File: config.mk
export PLATFORM = sky130hd
export DESIGN_NAME = serial_eeprom_emu
export DESIGN_NICKNAME = d
export VERILOG_FILES = /design/src/rtl/seep_pkg.sv /design/src/rtl/seep_ctrl.sv /design/src/rtl/seep_datapath.sv /design/src/rtl/serial_eeprom_emu.sv
export SDC_FILE = /design/constraint.sdc
export NUM_CORES = 2
export LEC_CHECK = 0
export ABC_AREA = 0
export BUFFER_PORTS_ARGS = -buffer_cell sky130_fd_sc_hd__buf_2
export CORE_MARGIN = 1.5
export CORE_UTILIZATION = 25
export DETAILED_ROUTE_END_ITERATION = 6
export GPL_ROUTABILITY_DRIVEN = 0
export HOLD_SLACK_MARGIN = 0.08
export PLACE_DENSITY = 0.38
export SETUP_SLACK_MARGIN = 0.3
export SLEW_MARGIN = 25
export SYNTH_ARGS = -nofsm -noshare
export SYNTH_HDL_FRONTEND = slang
export SYNTH_SLANG_ARGS = --single-unit
File: constraint.sdc
create_clock -name clk -period 5.25 [get_ports clk]
set_input_delay 0.7875 -clock clk [delete_from_list [all_inputs] [get_ports clk]]
set_output_delay 0.7875 -clock clk [all_outputs]
set_load 0.05 [all_outputs]
File: src/rtl/seep_pkg.sv
package seep_pkg;

  typedef enum logic [2:0] {
    ST_IDLE,
    ST_CMD,
    ST_WRITE,
    ST_WRALL,
    ST_SHOUT
  } seqState_t;

  typedef struct packed {
    logic clearSr;
    logic shiftIn;
    logic shiftOut;
    logic loadWord;
    logic storeOne;
    logic storeAll;
    logic fillOnes;
  } dpStrobe_t;

endpackage

File: src/rtl/seep_ctrl.sv
module seep_ctrl
  import seep_pkg::*;
#(
  parameter int WORD_W = 16,
  parameter int ADDR_W = 7,
  parameter int BUS_AW = 16
) (
  input  logic              clk,
  input  logic              rstN,
  input  logic              busWrite,
  input  logic [BUS_AW-1:0] busAddr,
  input  logic [7:0]        busWdata,
  input  logic [WORD_W-1:0] srCur,
  output dpStrobe_t         strobe,
  output logic [ADDR_W-1:0] wordAddr,
  output logic [7:0]        pinByte,
  output logic              accessOk,
  output seqState_t         seqState,
  output logic [$clog2(((WORD_W > ADDR_W + 3) ? WORD_W : ADDR_W + 3) + 1)-1:0] bitCnt,
  output logic              writable
);

  localparam int CMD_BITS = ADDR_W + 3;
  localparam int CNT_MAX  = (WORD_W > CMD_BITS) ? WORD_W : CMD_BITS;
  localparam int CNT_W    = $clog2(CNT_MAX + 1);
  localparam logic [2:0] REGION_ENA  = 3'd0;
  localparam logic [2:0] REGION_ENB  = 3'd2;
  localparam logic [2:0] REGION_PINS = 3'd5;
  localparam logic [3:0] PIN_SEL     = 4'h8;

  logic enA, enB;
  logic [2:0] region;
  logic pinHit;
  logic newCs, newClk, newDi, clkRise;
  logic [CMD_BITS-1:0] cmdBits;
  logic [1:0] opcode, extSel;
  seqState_t stA, stNext;
  logic [CNT_W-1:0] cntNext, cntInc;
  logic [ADDR_W-1:0] addrReg, addrNext;
  logic wenNext, doNext;
  logic [7:0] pinNext;

  assign region   = busAddr[BUS_AW-1 -: 3];
  assign accessOk = enA && enB;
  assign pinHit   = busWrite && (region == REGION_PINS) &&
                    (busAddr[7:4] == PIN_SEL) && accessOk;
  assign newCs    = busWdata[7];
  assign newClk   = busWdata[6];
  assign newDi    = busWdata[1];
  assign clkRise  = !pinByte[6] && newClk;
  assign cmdBits  = {srCur[CMD_BITS-2:0], newDi};
  assign opcode   = cmdBits[CMD_BITS-1 -: 2];
  assign extSel   = cmdBits[CMD_BITS-3 -: 2];
  assign wordAddr = addrNext;

  always_comb begin
    stNext   = seqState;
    cntNext  = bitCnt;
    addrNext = addrReg;
    wenNext  = writable;
    strobe   = '0;
    doNext   = 1'b1;
    pinNext  = pinByte;
    stA      = seqState;
    cntInc   = bitCnt;
    if (pinHit) begin
      stA    = (!pinByte[7] && newCs) ? ST_IDLE : seqState;
      stNext = stA;
      if (clkRise) begin
        if (stA == ST_CMD || stA == ST_WRITE || stA == ST_WRALL) begin
          strobe.shiftIn = 1'b1;
          cntInc = bitCnt + 1'b1;
        end
        case (stA)
          ST_IDLE: begin
            if (newDi) begin
              stNext = ST_CMD;
              cntNext = '0;
              strobe.clearSr = 1'b1;
            end
          end
          ST_CMD: begin
            cntNext = cntInc;
            if (cntInc == CNT_W'(CMD_BITS)) begin
              cntNext  = '0;
              addrNext = cmdBits[ADDR_W-1:0];
              stNext   = ST_IDLE;
              case (opcode)
                2'b01: stNext = ST_WRITE;
                2'b10: begin
                  strobe.loadWord = 1'b1;
                  cntNext = CNT_W'(WORD_W);
                  stNext = ST_SHOUT;
                  doNext = 1'b0;
                end
                2'b11: begin
                  strobe.storeOne = writable;
                  strobe.fillOnes = 1'b1;
                end
                default: begin
                  case (extSel)
                    2'b11: wenNext = 1'b1;
                    2'b00: wenNext = 1'b0;
                    2'b01: stNext = ST_WRALL;
                    default: begin
                      strobe.storeAll = writable;
                      strobe.fillOnes = 1'b1;
                    end
                  endcase
                end
              endcase
            end
          end
          ST_WRITE, ST_WRALL: begin
            cntNext = cntInc;
            if (cntInc == CNT_W'(WORD_W)) begin
              if (stA == ST_WRITE) strobe.storeOne = writable;
              else                 strobe.storeAll = writable;
              stNext = ST_IDLE;
            end
          end
          ST_SHOUT: begin
            doNext = srCur[WORD_W-1];
            strobe.shiftOut = 1'b1;
            cntNext = bitCnt - 1'b1;
            if (bitCnt == CNT_W'(1)) stNext = ST_IDLE;
          end
          default: stNext = ST_IDLE;
        endcase
      end else if (newCs && pinByte[6] && !newClk) begin
        doNext = pinByte[0];
      end
      pinNext = {busWdata[7:1], doNext};
    end
  end

  always_ff @(posedge clk) begin
    if (!rstN) begin
      enA      <= 1'b0;
      enB      <= 1'b0;
      seqState <= ST_IDLE;
      bitCnt   <= '0;
      addrReg  <= '0;
      writable <= 1'b0;
      pinByte  <= 8'h01;
    end else begin
      if (busWrite && region == REGION_ENA) enA <= (busWdata == 8'h0A);
      if (busWrite && region == REGION_ENB) enB <= (busWdata == 8'h40);
      seqState <= stNext;
      bitCnt   <= cntNext;
      addrReg  <= addrNext;
      writable <= wenNext;
      pinByte  <= pinNext;
    end
  end

endmodule

File: src/rtl/seep_datapath.sv
module seep_datapath
  import seep_pkg::*;
#(
  parameter int WORD_W = 16,
  parameter int ADDR_W = 7
) (
  input  logic              clk,
  input  logic              rstN,
  input  dpStrobe_t         strobe,
  input  logic [ADDR_W-1:0] wordAddr,
  input  logic              shiftBit,
  output logic [WORD_W-1:0] srCur
);

  localparam int WORDS = 1 << ADDR_W;

  logic [WORD_W-1:0] words [WORDS];
  logic [WORD_W-1:0] storeData;
  logic [WORDS-1:0]  wordHit;

  assign storeData = strobe.fillOnes ? {WORD_W{1'b1}} : {srCur[WORD_W-2:0], shiftBit};

  genvar gi;
  generate
    for (gi = 0; gi < WORDS; gi++) begin : g_hit
      assign wordHit[gi] = strobe.storeAll ||
                           (strobe.storeOne && (wordAddr == ADDR_W'(gi)));
    end
  endgenerate

  always_ff @(posedge clk) begin
    if (!rstN) begin
      for (int i = 0; i < WORDS; i++) words[i] <= {WORD_W{1'b1}};
    end else begin
      for (int i = 0; i < WORDS; i++) begin
        if (wordHit[i]) words[i] <= storeData;
      end
    end
  end

  always_ff @(posedge clk) begin
    if (!rstN)                srCur <= '0;
    else if (strobe.clearSr)  srCur <= '0;
    else if (strobe.loadWord) srCur <= words[wordAddr];
    else if (strobe.shiftIn)  srCur <= {srCur[WORD_W-2:0], shiftBit};
    else if (strobe.shiftOut) srCur <= {srCur[WORD_W-2:0], 1'b0};
  end

endmodule

File: src/rtl/serial_eeprom_emu.sv
module serial_eeprom_emu
  import seep_pkg::*;
#(
  parameter int WORD_W = 16,
  parameter int ADDR_W = 7
) (
  input  logic        clk,
  input  logic        rstN,
  input  logic        busWrite,
  input  logic [15:0] busAddr,
  input  logic [7:0]  busWdata,
  output logic [7:0]  busRdata
);

  localparam int CMD_BITS = ADDR_W + 3;
  localparam int CNT_W = $clog2(((WORD_W > CMD_BITS) ? WORD_W : CMD_BITS) + 1);

  dpStrobe_t strobe;
  logic [ADDR_W-1:0] wordAddr;
  logic [WORD_W-1:0] srCur;
  logic [7:0] pinByte;
  logic accessOk;
  seqState_t seqState;
  logic [CNT_W-1:0] bitCnt;
  logic writable;

  seep_ctrl #(.WORD_W(WORD_W), .ADDR_W(ADDR_W), .BUS_AW(16)) u_ctrl (
    .clk(clk), .rstN(rstN), .busWrite(busWrite), .busAddr(busAddr),
    .busWdata(busWdata), .srCur(srCur), .strobe(strobe), .wordAddr(wordAddr),
    .pinByte(pinByte), .accessOk(accessOk), .seqState(seqState),
    .bitCnt(bitCnt), .writable(writable)
  );

  seep_datapath #(.WORD_W(WORD_W), .ADDR_W(ADDR_W)) u_dp (
    .clk(clk), .rstN(rstN), .strobe(strobe), .wordAddr(wordAddr),
    .shiftBit(busWdata[1]), .srCur(srCur)
  );

  assign busRdata = (accessOk && busAddr[15:13] == 3'd5 && busAddr[7:4] == 4'h8)
                    ? pinByte : 8'hFF;

endmodule

=== Word level (Yosys, flattened, before mapping) ===
Memory sizes are Yosys's and may differ from the RTL's.
Cells that the tools add are included.

* Mux-type cells: 562
* Reductions and logical operators: 288
* $add $sub $neg: 2
* Equality and inequality tests: 146
* Bitwise gates (word level): 130

{| class="wikitable"
|+ Operators with widths
! cell !! number
|-
| 16-bit 2-to-1 mux || 132
|-
| 7-bit equality test, second input constant || 64
|-
| 1-bit 2-to-1 mux || 400
|-
| 7-bit by 6-bit equality test with 1-bit output, second input constant || 32
|-
| 1-bit logical AND || 140
|-
| 1-bit logical OR || 130
|-
| 1-bit bitwise OR || 128
|-
| 7-bit by 5-bit equality test with 1-bit output, second input constant || 16
|-
| 7-bit by 4-bit equality test with 1-bit output, second input constant || 8
|-
| 7-bit 2-to-1 mux || 6
|-
| 5-bit 2-to-1 mux || 6
|-
| 7-bit by 3-bit equality test with 1-bit output, second input constant || 4
|-
| 5-bit one-hot mux with 4 select lines || 1
|-
| 3-bit 2-to-1 mux || 6
|-
| 7-bit by 2-bit equality test with 1-bit output, second input constant || 2
|-
| 3-bit one-hot mux with 4 select lines || 1
|-
| 3-bit by 2-bit equality test with 1-bit output, second input constant || 3
|-
| 3-bit one-hot mux with 3 select lines || 1
|-
| 8-bit by 4-bit equality test with 1-bit output, second input constant || 1
|-
| 8-bit by 7-bit equality test with 1-bit output, second input constant || 1
|-
| 8-bit 2-to-1 mux || 1
|-
| 7-bit by 1-bit equality test with 1-bit output, second input constant || 1
|-
| 7-bit logical NOT || 1
|-
| 2-bit equality test, second input constant || 3
|-
| 27 further kinds || 40
|}

* Output and inout port bits: 8
* RAM bits: 2048
* Memories: 1
* Input port bits: 27
* Register bits after elaboration: 42
* Logic and storage cells: 1138

{| class="wikitable"
|+ Memories
! memory !! depth !! bits a word !! read ports !! clocked after memory_dff !! write ports !! RTL line !! source
|-
| u_dp.words || 128 || 16 || 1 || 0 || 128 || seep_datapath.sv:17 || <nowiki>logic [WORD_W-1:0] words [WORDS];</nowiki>
|}

=== Longest topological paths before layout ===
* Depth after elaboration: 21
* Depth in mapped cells: 19

=== By module ===
A second synthesis with hierarchy kept.

* Cell total of the unflattened synthesis: 5357
* Area, all modules: 87271.2 sq um

{| class="wikitable"
|+ Modules (own cells, without submodules)
! module !! instances !! cells an instance !! area an instance (sq um) !! sequential area each (sq um)
|-
| seep_datapath || 1 || 5114 || 85361.9 || 61819.3
|-
| seep_ctrl || 1 || 231 || 1809.2 || 520.5
|-
| serial_eeprom_emu || 1 || 12 || 100.1 || 0.0
|}

=== Least setup slack after synthesis ===
Ideal clock, no wire load.

* Path type: input -> register
* Start point: input port busWdata[7]
* End point: memory u_dp.words[115][0], enable pin
* Path slack: 0.325 ns
* Cell stages on the path: 12
* Data arrival time: 4.514 ns
* Data required time: 4.839 ns
* Cell sequence: nor2b_4 -> or4_4 -> or2_4 -> a2111oi_2 -> a21o_1 -> buf_2 -> buf_4 -> buf_2 -> buf_2 -> buf_2 -> nand3_1 -> o21ai_0

{| class="wikitable"
|+ RTL lines
! element !! RTL line !! source
|-
| start, declared || serial_eeprom_emu.sv:11 || <nowiki>input logic [7:0] busWdata,</nowiki>
|-
| end, declared || seep_datapath.sv:17 ||
|}

=== Worst setup path in the final report ===
* Start point: register u_ctrl.bitCnt[0] in the netlist's numbering
* End point: register u_dp.srCur[6]

* Cells in the longest elaborated chain, start to end: 11
* Elaborated cells between the ends (all ways): 16

{| class="wikitable"
|+ Ends and longest elaborated chain
! element !! RTL line !! source
|-
| start, declared || seep_ctrl.sv:19 || <nowiki>output logic [$clog2(((WORD_W > ADDR_W + 3) ? WORD_W : ADDR_W + 3) + 1)-1:0] bitCnt,</nowiki>
|-
| start signal, assigned || seep_ctrl.sv:150 || <nowiki>bitCnt <= cntNext;</nowiki>
|-
| 5-bit by 1-bit adder with 5-bit output || seep_ctrl.sv:72 || <nowiki>cntInc = bitCnt + 1'b1;</nowiki>
|-
| 5-bit 2-to-1 mux * || seep_ctrl.sv:70 || <nowiki>if (stA == ST_CMD || stA == ST_WRITE || stA == ST_WRALL) begin</nowiki>
|-
| 5-bit 2-to-1 mux * || seep_ctrl.sv:69 || <nowiki>if (clkRise) begin</nowiki>
|-
| 5-bit 2-to-1 mux * || seep_ctrl.sv:66 || <nowiki>if (pinHit) begin</nowiki>
|-
| 5-bit by 4-bit equality test with 1-bit output * || seep_ctrl.sv:84 || <nowiki>if (cntInc == CNT_W'(CMD_BITS)) begin</nowiki>
|-
| 7-bit 2-to-1 mux || seep_ctrl.sv:84 ||
|-
| 7-bit 2-to-1 mux || seep_ctrl.sv:74 || <nowiki>case (stA)</nowiki>
|-
| 7-bit 2-to-1 mux || seep_ctrl.sv:69 ||
|-
| 7-bit 2-to-1 mux || seep_ctrl.sv:66 ||
|-
| memory read 128 x 16 bit || n/a ||
|-
| 16-bit 2-to-1 mux || seep_datapath.sv:44 || <nowiki>else if (strobe.loadWord) srCur <= words[wordAddr];</nowiki>
|-
| end signal, assigned || seep_datapath.sv:44 ||
|-
| end signal, assigned || seep_datapath.sv:45 || <nowiki>else if (strobe.shiftIn) srCur <= {srCur[WORD_W-2:0], shiftBit};</nowiki>
|-
| end signal, assigned || seep_datapath.sv:46 || <nowiki>else if (strobe.shiftOut) srCur <= {srCur[WORD_W-2:0], 1'b0};</nowiki>
|-
| end, declared || seep_datapath.sv:12 || <nowiki>output logic [WORD_W-1:0] srCur</nowiki>
|}

Mark *: on every way between the ends. The rest lies on a longest branch, timed or not. The select of a mux whose other input is x is not followed.
A chain may end at the register's enable or synchronous reset.

==> results by group <==
Synthesis
  – Post-synthesis instance total: between 6000 and 7000
  – Async set-reset flop share out of synthesis: 0
  – Sequential-to-total area share from yosys stat: 0.710
  – Number of distinct standard cells referenced by the synthesized netlist: 74
  – Biggest area contributors in the synthesized netlist: sky130_fd_sc_hd__edfxtp_1 70%, sky130_fd_sc_hd__mux2i_1 8.5%, sky130_fd_sc_hd__nand2_1 8.2%, sky130_fd_sc_hd__o22ai_1 2.7%, sky130_fd_sc_hd__nand3_1 1.8%
  – Synthesized cell area: 87700 um2
  – Mapped Avg Cell Area: 13.0 um2
  – Synth top area share: 0.701
  – Most common cell in the synthesized netlist: sky130_fd_sc_hd__edfxtp_1
  – FF+latch count, synth: roughly 2100
  – Synthesis warning total: 0
  – Net count after synthesis: 6771
  – Commonest cells post-synth: 2048 x sky130_fd_sc_hd__edfxtp_1, 1925 x sky130_fd_sc_hd__nand2_1, 743 x sky130_fd_sc_hd__mux2i_1
  – Number of flops mapped to enable cells by yosys: 2048
  – Dominant cell type by area after synthesis: sky130_fd_sc_hd__edfxtp_1
  – Most used flip-flop cell after synthesis: sky130_fd_sc_hd__edfxtp_1

STA
  – Min cycle time layout: between 4000 and 5000 ps
  – Worst hold slack across all endpoints: 159 ps
  – Fmax achieved: approximately 200 MHz
  – Number of hold violations in the final report: 0
  – Worst clock skew: 58.2 ps
  – Slew margin rel.: 0.247
  – Final sum of negative setup slack: 0 ps
  – Setup repair after global routing missed its margin: true
  – Slew of the pin with the lowest slew margin: 1130 ps
  – Final number of setup-violating endpoints: 0
  – Crit share post-route: 0.932
  – Number of pins with negative max-slew slack in the final report: 0

Drt
  – Detail Route Antenna Nets: 0
  – TritonRoute pass-1 iters: 5
  – Residual DRC count: 0
  – Average via count per standard cell: around 4.8
  – Total routed wirelength: 343000 um
  – Vias after detailed routing: just under 60000
  – 1st-iter DRT viols: 5197
  – Average wire per standard cell: 28.5 um

Floorplan
  – Chip Height: 595 um
  – Starting utilization of the core area: 0.251
  – Core Region: 349000 um2
  – Cell row count: 217
  – IO Pins: 35
  – Horizontal die dimension: 595 um
  – DIE AREA: 355000 um2

Global routing
  – Initial antenna violation count: 20
  – Global routing usage summed across all routing layers: 0.188
  – Via count of the first global-routing pass: 57700
  – Maximum number of pins on one net before global-route repair: 110
  – Wire length of the first global-routing pass: 473000 um
  – Global-route congestion overflow total: 0

Place
  – Count of buffers from port buffering: 25
  – HPWL after DPL: roughly 220000 um

Setup path
  – Worst Reg2Reg Path Length in Cells: 19
  – Endpoint arrival time on the critical path: 5700 ps
  – R2r endpoint: u_dp.srCur[6]
  – Critical path class: flip-flop to flip-flop
  – Critical Path Sink Type: flip-flop
  – Critical Path Source Type: flip-flop
  – Worst Path Max Fanout: 18
  – Start of the worst register-to-register path: u_ctrl.bitCnt[0]
  – Reg2Reg Setup Slack: 360 ps
  – Required time worst endpoint: just over 6000 ps

Hold path
  – Worst hold path depth: 3
  – Hold Path End: u_ctrl.pinByte[5]
  – Worst min-delay path category: input port to flip-flop
  – Hold path startpoint: busWdata[5]

Power
  – VDD IR max: 0.266 mV
  – Post-route total power: between 30 and 40 mW
  – Power density cells: 349 nW/um2
  – Total leakage power: 37.8 nW

Clock tree
  – Number of clock sinks: between 2000 and 2500
  – Clock buffer count from CTS: 235
  – Clock transition at the register clock pins on the worst setup and hold paths after CTS: approximately 60 ps
  – CTS tree: built
  – Maximum clock insertion buffer count: 4
  – Number of buffers added to fix hold violations after cts: 0
  – H-tree level count: 4
  – Root Buffer Master: sky130_fd_sc_hd__clkbuf_16
  – Clock Latency Late Sink: between 900 and 1000 ps

Cells and area
  – P&R area growth vs syn: 23.3%
  – Share of cells above drive strength 1: 0.172
  – Register Area: 62300 um2
  – Fin util: 0.310
  – Footprint of the multi-input gates: 23900 um2
  – Layout Nets: between 7000 and 8000
  – Fill cells: 34800

Outcome
  – Outcome: finished clean

Run
  – Number of max-cap violations: 0
## critical path, cell delays in order (launching register included)
cell	delay, ps
sky130_fd_sc_hd__dfxtp_1	310
sky130_fd_sc_hd__buf_4	160
sky130_fd_sc_hd__ha_1	210
sky130_fd_sc_hd__buf_4	170
sky130_fd_sc_hd__nor4bb_2	310
sky130_fd_sc_hd__nand4_1	210
sky130_fd_sc_hd__and2_1	260
sky130_fd_sc_hd__buf_4	160
sky130_fd_sc_hd__a211o_1	320
sky130_fd_sc_hd__buf_12	180
sky130_fd_sc_hd__mux2i_4	230
sky130_fd_sc_hd__buf_12	200
sky130_fd_sc_hd__buf_12	200
sky130_fd_sc_hd__o22ai_1	410
sky130_fd_sc_hd__nor4_1	130
sky130_fd_sc_hd__buf_4	180
sky130_fd_sc_hd__nor2_1	540
sky130_fd_sc_hd__nor4_2	160
sky130_fd_sc_hd__buf_4	180
sky130_fd_sc_hd__nor3_1	200
## registers in the layout (all words and copies together), names as in the netlist
name / count
u_ctrl.bitCnt: 5
u_ctrl.seqState: 3
u_ctrl.addrReg: 7
u_ctrl.pinByte: 8
u_dp.words: 2048
u_ctrl.enB: 1
u_dp.srCur: 16
u_ctrl.writable: 1
u_ctrl.enA: 1
## per-layer routing
metal,global-route usage,share of wire,routed length [um]
met1,0.261,0.45,154000
met3,0.0234,0.048,16600
met4,0.0534,0.030,10200
met5,0,0.000058,20
met2,0.309,0.47,162000
## worst max path at each step
stage,from,endpoint,slack (ps),cells past startpoint
global route,u_ctrl.bitCnt[0],u_dp.srCur[1],240,19
global placement,busWdata[7],u_dp.srCur[10],-570,16
finish,u_ctrl.bitCnt[0],u_dp.srCur[6],360,19
floorplan,busWdata[7],u_dp.words[115][0],330,12
CTS,u_ctrl.bitCnt[0],u_dp.srCur[6],300,19
detailed placement,busWdata[7],u_dp.srCur[10],-630,16
## timing repair
action                                  CTS  global route
buffers inserted                         11             8
resized for setup                        31            37
pin swaps                                 3             9
gates cloned                              0             3
endpoints found under the setup margin  328            16
## final cells by class
class | count | share of cell area
multi-input combinational | 4101 | 0.221
timing repair buffer | 785 | 0.0795
clock inverter | 122 | 0.0112
clock buffer | 300 | 0.0572
sequential | 2090 | 0.576
tap | 4599 | 0.0532
inverter | 31 | 0.00108
antenna | 6 | 0.000139
## kinds of logic after synthesis
kind of cell	Yosys count	share of synthesized area
multiplexers	751	0.0858
AO/OA/AOI/OAI	734	0.0521
AND/OR/NAND/NOR	2610	0.124
flip-flops	2090	0.710
buffers and inverters	547	0.0270
adder cells (fa/ha/maj)	6	0.000856
## per-stage QoR
step                      cell area (um2)  worst slack, ps  instances
after global placement             100000             -570      11600
after global routing               108000              241      12000
after detailed placement           100000             -633      11600
after floorplan                     87700              325       6738
final                              108000              356      12000
after CTS                          108000              303      12000
## cells in the final DEF, fill, tap and decap left out, types with 25 or more instances in the layout
cell type                   instances
sky130_fd_sc_hd__nand2_1         1922
sky130_fd_sc_hd__bufinv_16         25
sky130_fd_sc_hd__o21ai_2           63
sky130_fd_sc_hd__a21oi_1          125
sky130_fd_sc_hd__dfxtp_1           40
sky130_fd_sc_hd__o21ai_0           39
sky130_fd_sc_hd__nor2_1            89
sky130_fd_sc_hd__nand3_1          317
sky130_fd_sc_hd__o22ai_1          376
sky130_fd_sc_hd__nor4_1            79
sky130_fd_sc_hd__buf_2             25
sky130_fd_sc_hd__mux2i_1          735
sky130_fd_sc_hd__clkinv_2          28
sky130_fd_sc_hd__clkinv_1          57
sky130_fd_sc_hd__nand4_1           27
sky130_fd_sc_hd__clkbuf_16        241
sky130_fd_sc_hd__nor3_1            39
sky130_fd_sc_hd__edfxtp_1        2048
sky130_fd_sc_hd__clkbuf_1          62
sky130_fd_sc_hd__buf_12           211
sky130_fd_sc_hd__buf_4            535
sky130_fd_sc_hd__nor4_2            25
## power by group
group          internal [mW]  switching (mW)
Clock                   9.48            6.89
Combinational          0.534            1.25
Sequential              19.4           0.255
(Power assumes the default switching activity.)
